===== config.mk =====
export PLATFORM = sky130hd
export DESIGN_NAME = dice_roller
export DESIGN_NICKNAME = d
export VERILOG_FILES = /design/src/rtl/dice_pkg.sv /design/src/rtl/dice_face_counter.sv /design/src/rtl/dice_sum_decode.sv /design/src/rtl/dice_roller.sv
export SDC_FILE = /design/constraint.sdc
export NUM_CORES = 1
export LEC_CHECK = 0
export CAP_MARGIN = 20
export CORE_AREA = 2 2 39 41
export CTS_CLUSTER_SIZE = 12
export DETAILED_ROUTE_END_ITERATION = 10
export DIE_AREA = 0 0 41 43
export PLACE_DENSITY = 0.63
export SYNTH_ARGS = -nofsm -noshare
export SYNTH_HDL_FRONTEND = slang
export SYNTH_SLANG_ARGS = --single-unit

===== constraint.sdc =====
create_clock -name clk -period 2.1 [get_ports clk]
set_input_delay 0.315 -clock clk [delete_from_list [all_inputs] [get_ports clk]]
set_output_delay 0.315 -clock clk [all_outputs]
set_load 0.05 [all_outputs]

===== src/rtl/dice_pkg.sv =====
package dice_pkg;
  localparam int unsigned DEFAULT_FACES = 6;

  typedef struct packed {
    logic seven;
    logic natural;
    logic craps;
  } sum_flags_t;
endpackage


===== src/rtl/dice_face_counter.sv =====
module dice_face_counter #(
  parameter int unsigned MAX = 6,
  parameter int unsigned W   = $clog2(MAX + 1)
) (
  input  logic         clk,
  input  logic         rst,
  input  logic         en,
  output logic [W-1:0] value,
  output logic         carry
);
  localparam logic [W-1:0] TOP = W'(MAX);
  localparam logic [W-1:0] ONE = W'(1);

  logic [W-1:0] val_q;
  logic         at_top;

  assign at_top = (val_q == TOP);
  assign carry  = en && at_top;
  assign value  = val_q;

  always_ff @(posedge clk) begin
    if (rst) begin
      val_q <= ONE;
    end else if (en) begin
      val_q <= at_top ? ONE : val_q + ONE;
    end
  end


  face_range_chk: assert property (@(posedge clk) disable iff (rst)
    (value >= ONE) && (value <= TOP));


  face_hold_chk: assert property (@(posedge clk) disable iff (rst)
    !en |=> $stable(value));


  face_step_chk: assert property (@(posedge clk) disable iff (rst)
    en && (value != TOP) |=> value == $past(value) + ONE);


  face_wrap_chk: assert property (@(posedge clk) disable iff (rst)
    en && (value == TOP) |=> value == ONE);
endmodule


===== src/rtl/dice_sum_decode.sv =====
module dice_sum_decode
  import dice_pkg::*;
#(
  parameter int unsigned MAX = 6,
  parameter int unsigned W   = $clog2(MAX + 1),
  parameter int unsigned SW  = $clog2(2 * MAX + 1)
) (
  input  logic          clk,
  input  logic          rst,
  input  logic [W-1:0]  a,
  input  logic [W-1:0]  b,
  output logic [SW-1:0] total,
  output sum_flags_t    flags
);
  localparam logic [SW-1:0] SUM_SEVEN  = SW'(MAX + 1);
  localparam logic [SW-1:0] SUM_ELEVEN = SW'(2 * MAX - 1);
  localparam logic [SW-1:0] SUM_LOW0   = SW'(2);
  localparam logic [SW-1:0] SUM_LOW1   = SW'(3);
  localparam logic [SW-1:0] SUM_HIGH   = SW'(2 * MAX);

  always_comb begin
    total         = SW'(a) + SW'(b);
    flags.seven   = (total == SUM_SEVEN);
    flags.natural = (total == SUM_SEVEN) || (total == SUM_ELEVEN);
    flags.craps   = (total == SUM_LOW0) || (total == SUM_LOW1) ||
                    (total == SUM_HIGH);
  end


  seven_natural_chk: assert property (@(posedge clk) disable iff (rst)
    flags.seven |-> flags.natural);


  craps_exclusive_chk: assert property (@(posedge clk) disable iff (rst)
    !(flags.craps && flags.natural));


  sum_range_chk: assert property (@(posedge clk) disable iff (rst)
    (total >= SUM_LOW0) && (total <= SUM_HIGH));
endmodule


===== src/rtl/dice_roller.sv =====
module dice_roller
  import dice_pkg::*;
#(
  parameter int unsigned FACES = DEFAULT_FACES,
  parameter int unsigned W     = $clog2(FACES + 1),
  parameter int unsigned SW    = $clog2(2 * FACES + 1)
) (
  input  logic          clk,
  input  logic          rst,
  input  logic          roll_en,
  output logic [W-1:0]  face_a,
  output logic [W-1:0]  face_b,
  output logic [SW-1:0] sum,
  output logic          is_seven,
  output logic          is_natural,
  output logic          is_craps
);
  localparam logic [W-1:0] TOP = W'(FACES);
  localparam logic [W-1:0] ONE = W'(1);

  logic       b_carry;
  logic       a_carry;
  sum_flags_t flags;

  dice_face_counter #(.MAX(FACES), .W(W)) u_fast (
    .clk   (clk),
    .rst   (rst),
    .en    (roll_en),
    .value (face_b),
    .carry (b_carry)
  );

  dice_face_counter #(.MAX(FACES), .W(W)) u_slow (
    .clk   (clk),
    .rst   (rst),
    .en    (b_carry),
    .value (face_a),
    .carry (a_carry)
  );

  dice_sum_decode #(.MAX(FACES), .W(W), .SW(SW)) u_decode (
    .clk   (clk),
    .rst   (rst),
    .a     (face_a),
    .b     (face_b),
    .total (sum),
    .flags (flags)
  );

  assign is_seven   = flags.seven;
  assign is_natural = flags.natural;
  assign is_craps   = flags.craps;


  slow_hold_chk: assert property (@(posedge clk) disable iff (rst)
    !(roll_en && face_b == TOP) |=> $stable(face_a));


  full_wrap_chk: assert property (@(posedge clk) disable iff (rst)
    roll_en && a_carry |=> (face_a == ONE) && (face_b == ONE));


  reset_value_chk: assert property (@(posedge clk)
    rst |=> (face_a == ONE) && (face_b == ONE));
endmodule


* Word level (Yosys, flattened, before mapping)
Cells that the tools add are included.
** Word-level totals
- Bits in registers :: 6
- Input port bits :: 3
- Output and inout port bits :: 13
- Word-level logic and storage cells :: 18
** Operators by class
- Add/subtract/negate cells :: 3
- Equal/unequal tests :: 7
- Multiplexer cells :: 2
- Reductions and logical operators :: 4
** Operators with widths (count)
- == test 4 x 2 -> 1 bit, second input constant :: 2
- == test 4 bit, second input constant :: 2
- adder 3 x 1 -> 3 bit, second input constant :: 2
- == test 3 bit, second input constant :: 2
- two-way mux 3 bit :: 2
- adder 3 x 3 -> 4 bit :: 1
- == test 4 x 3 -> 1 bit, second input constant :: 1
- logical OR 1 bit :: 3
- logical AND 1 bit :: 1

* Longest topological paths before layout
- Word-level depth :: 4
- Gate-level depth with buffers :: 6
- Gate-level depth less buffers :: 6

* Hierarchy
A second synthesis with hierarchy kept.
** Unflattened totals
- Cell total of the unflattened synthesis :: 42
- Area, all modules :: 414.1 µm²
** By module, submodules not included
- dice_face_counter :: times used 2, cells an instance 13, area an instance 135.1 µm², sequential area each 60.1 µm²
- dice_sum_decode :: times used 1, cells an instance 16, area an instance 143.9 µm², sequential area each 0.0 µm²

* Least setup slack after synthesis
OpenSTA, ideal clock, no wires.
- Path type :: reg-to-output
- From :: register u_slow.val_q[0], in the netlist u_slow.value[0]
- To :: output is_seven
- Arrival :: 2.925 ns
- Data required time :: 1.785 ns
- Setup slack :: -1.140 ns
- Cell stages (with the launch flop) :: 5
- Buffers on the path :: 0
- Path through :: dfxtp_1 ha_1 fa_1 nand2_1 nor3_1
** Between the ends
- Cells in the longest elaborated chain, start to end :: 2
** RTL lines
- start: declaration :: RTL line dice_face_counter.sv:14 : logic [W-1:0] val_q;
- start signal: assignment :: RTL line dice_face_counter.sv:25 : val_q <= at_top ? ONE : val_q + ONE;
- adder 3 x 3 -> 4 bit :: RTL line dice_sum_decode.sv:22 : total = SW'(a) + SW'(b);
- named net sum[1] :: RTL line dice_roller.sv:13 : output logic [SW-1:0] sum,
- == test 4 x 3 -> 1 bit :: RTL line dice_sum_decode.sv:23 : flags.seven = (total == SUM_SEVEN);
- end: declaration :: RTL line dice_roller.sv:14 : output logic is_seven,
The timed path passes the listed nets, and every way through them passes these cells.

* Final worst setup path
- From :: register u_fast.val_q[0], in the netlist u_fast.value[0]
- To :: output is_natural
** Between the ends
- Cells in the longest elaborated chain, start to end :: 3
** RTL lines
- start: declaration :: RTL line dice_face_counter.sv:14
- start signal: assignment :: RTL line dice_face_counter.sv:25
- adder 3 x 3 -> 4 bit (*) :: RTL line dice_sum_decode.sv:22
- == test 4 x 3 -> 1 bit / == test 4 bit (equally long branches) :: RTL line dice_sum_decode.sv:24 : flags.natural = (total == SUM_SEVEN) || (total == SUM_ELEVEN);
- logical OR 1 bit (*) :: RTL line dice_sum_decode.sv:24
- end: declaration :: RTL line dice_roller.sv:15 : output logic is_natural,
Mark *: on every way between the ends. The rest lies on a longest branch, timed or not.

==> results.sh <==
export IMPL_fin_hold_ws_ns=0.507
export IMPL_port_buffers=15
export IMPL_finalSetupViolCount=3
export IMPL_status="complete, but fails checks"
export IMPL_die_x_um=41
export IMPL_avgSynthCellArea_um2=9.28
export IMPL_powerDensity_nw_per_um2=629
export IMPL_final_nets=76
export IMPL_grt_max_degree=9
export IMPL_wl_per_cell_um=11.4
export IMPL_critPathSlowestCell="fa_2"
export IMPL_min_period_over_period=1.04
export IMPL_worstPathMaxFanout=5
export IMPL_rsz0062_at_grt="true"
export IMPL_finalSetupTns_ns=-0.155
export IMPL_path_clk_slew_ns=0.05
export IMPL_globalplace_congestion=0.679
export IMPL_hold_viol=0
export IMPL_max_freq_mhz=458
export IMPL_ys_warn_count=0
export IMPL_synth_seq_area_share=0.301
export IMPL_dieHeight_um=43
export IMPL_arrival_ns=1.87
export IMPL_period_minus_slack_ns=2.19
export IMPL_num_vias=405
export IMPL_clkSinkCount=6
export IMPL_startpoint_type="register"
export IMPL_dr_pass1_iters=2
export IMPL_required_ns=1.78
export IMPL_crit_path_end_kind="output pin"
export IMPL_postRouteAntennaNets=0
export IMPL_clock_skew_ns=0.00225
export IMPL_cts_buffers=3
export IMPL_cp_cell_sequence="ha_4 -> fa_2 -> xnor2_4 -> nor2_1 -> mux2_4 -> buf_12"
export IMPL_min_path_type="reg -> reg"
export IMPL_areaGrowthSynthToFinish_pct=99.4
export IMPL_grt_pass1_vias=370
export IMPL_rows=14
export IMPL_grt_pass1_wl_um=1630
export IMPL_cap_violations=0
export IMPL_clk_latency_ns=0.24
export IMPL_nFillCells=122
export IMPL_placed_cell_area_um2=689
export IMPL_n_antenna_cell=0
export IMPL_dp_hpwl_um=710
export IMPL_slowest_delay_ns=0.38
export IMPL_drive_gt1_frac=0.552
export IMPL_antenna_found_initial=0
export IMPL_worst_slew_pin_slew_ns=0.492
export IMPL_criticalPathCategory="reg -> out"
export IMPL_max_slew_margin_rel=0.671
export IMPL_violations="negative setup slack"
export IMPL_peakVddDrop_v=0.000301
export IMPL_maxSlewViolCount=0
export IMPL_grtUsageTotal=0.138
export IMPL_cts_buffer_depth=2
export IMPL_die_area_um2=1760
export IMPL_critPathBufInv=1
export IMPL_root_buffer="clkbuf_4"
export IMPL_cts_hold_fix_buffers=0
export IMPL_synth_net_count=50
export IMPL_drt_total_wl_um=943
export IMPL_setup_ws_ns=-0.0853
export IMPL_drtIter0Drc=2
export IMPL_synth_seq_cells=6
export IMPL_drc=0
export IMPL_netlist_area_um2=399
export IMPL_ys_types=23
export IMPL_power_leakage_nw=0.310
export IMPL_design_area_um2=796
export IMPL_netlist_instances=43
export IMPL_cts_tree="yes"
export IMPL_h_tree_depth=1
export IMPL_crit_family="adder cells"
export IMPL_start_util=0.288
export IMPL_top_level_ports=16
export IMPL_vias_per_cell=4.88
export IMPL_grt_remaining_overflow=0
export IMPL_core_um2=1380
==> synthesized netlist by cell type <==
| cell type | n | share of area |
|---|---|---|
| a2111oi_2 | 1 | 0.038 |
| a21oi_1 | 5 | 0.063 |
| a31o_2 | 1 | 0.022 |
| a41o_1 | 1 | 0.025 |
| and4b_1 | 1 | 0.025 |
| buf_2 | 1 | 0.013 |
| dfxtp_1 | 6 | 0.30 |
| fa_1 | 1 | 0.050 |
| ha_1 | 3 | 0.094 |
| inv_1 | 1 | 0.0094 |
| mux2_2 | 1 | 0.028 |
| nand2_1 | 5 | 0.047 |
| nand2b_1 | 3 | 0.047 |
| nand3_1 | 1 | 0.013 |
| nand3b_1 | 1 | 0.019 |
| nand4b_1 | 1 | 0.022 |
| nor2_1 | 2 | 0.019 |
| nor3_1 | 2 | 0.025 |
| nor3b_1 | 1 | 0.019 |
| o211a_1 | 1 | 0.025 |
| o21ai_0 | 1 | 0.013 |
| xnor2_1 | 2 | 0.044 |
| xnor2_2 | 1 | 0.041 |
==> report_power, final <==
group	total, mW	switching (mW)	internal [mW]
Clock	0.105	0.0408	0.0646
Combinational	0.267	0.140	0.127
Sequential	0.128	0.00894	0.119
Total	0.501	0.190	0.311
==> cell type report <==
class / instances / area, um2 / area share
multi-input combinational: 35 / 369 / 0.464
sequential: 6 / 133 / 0.167
timing repair buffer: 22 / 248 / 0.311
clock buffer: 3 / 22.5 / 0.0283
tap: 16 / 20.0 / 0.0252
inverter: 1 / 3.75 / 0.00472
==> worst paths after layout <==
path,from,to,slack [ns],cells after the start
max reg2reg,u_fast.value[0]$_SDFFE_PP1P_,u_slow.value[2]$_SDFFE_PP0P_,0.84,4
max,u_fast.value[0]$_SDFFE_PP1P_,is_natural,-0.09,6
min reg2reg,u_fast.value[2]$_SDFFE_PP0P_,u_fast.value[2]$_SDFFE_PP0P_,0.51,2
min,u_fast.value[2]$_SDFFE_PP0P_,u_fast.value[2]$_SDFFE_PP0P_,0.51,2
==> registers in the layout, indices dropped and copies added, names as in the netlist <==
signal        flops
u_fast.value      3
u_slow.value      3
==> what timing repair did <==
| item | in CTS | in global routing |
|---|---|---|
| gates resized for setup | 5 | 2 |
| pin swaps | 6 | 1 |
| setup buffers | 5 | 0 |
| setup endpoints to repair | 4 | 3 |
==> logic make-up after synthesis <==
kind of cell / count (synthesis) / synth area share
simple gates: 17 / 0.235
compound gates: 10 / 0.185
flops: 6 / 0.301
fa+ha+maj: 4 / 0.144
xor+xnor: 3 / 0.0847
buf+inv: 2 / 0.0219
mux: 1 / 0.0282
==> worst min-delay path, cell delays in order, from the launching register on <==
cell and delay, ns:
dfxtp_2 0.35, nand2_1 0.06, a21oi_1 0.05
==> cells in the final DEF, fill, tap and decap left out, types with 2 or more instances in the layout <==
master,count
dfxtp_4,2
buf_12,5
clkbuf_4,3
nand2b_1,3
clkdlybuf4s50_1,8
nor2_1,2
dfxtp_2,4
xnor2_1,2
ha_4,2
nand2_1,3
a21oi_1,4
buf_4,9
nand2_4,2
==> routing by layer <==
metal | track usage | share of wire | vias up | wire length (um)
li1 | - | - | 206 | -
met1 | 0.168 | 0.42 | 183 | 397
met2 | 0.209 | 0.49 | 16 | 466
met3 | 0.0314 | 0.085 | 0 | 80
met4 | 0.0800 | 0 | 0 | 0
met5 | 0 | 0 | - | 0
==> through the flow <==
step                      setup WS, ns  std cells   util  total power, mW
after floorplan                 -0.204         43      -            0.273
after global placement          0.0569         75  0.498            0.367
after detailed placement        0.0394         75  0.498            0.369
after CTS                      -0.0897         83  0.564            0.500
after global routing            -0.126         83  0.575            0.530
final                          -0.0853         83  0.575            0.501
(Power assumes the default switching activity.)
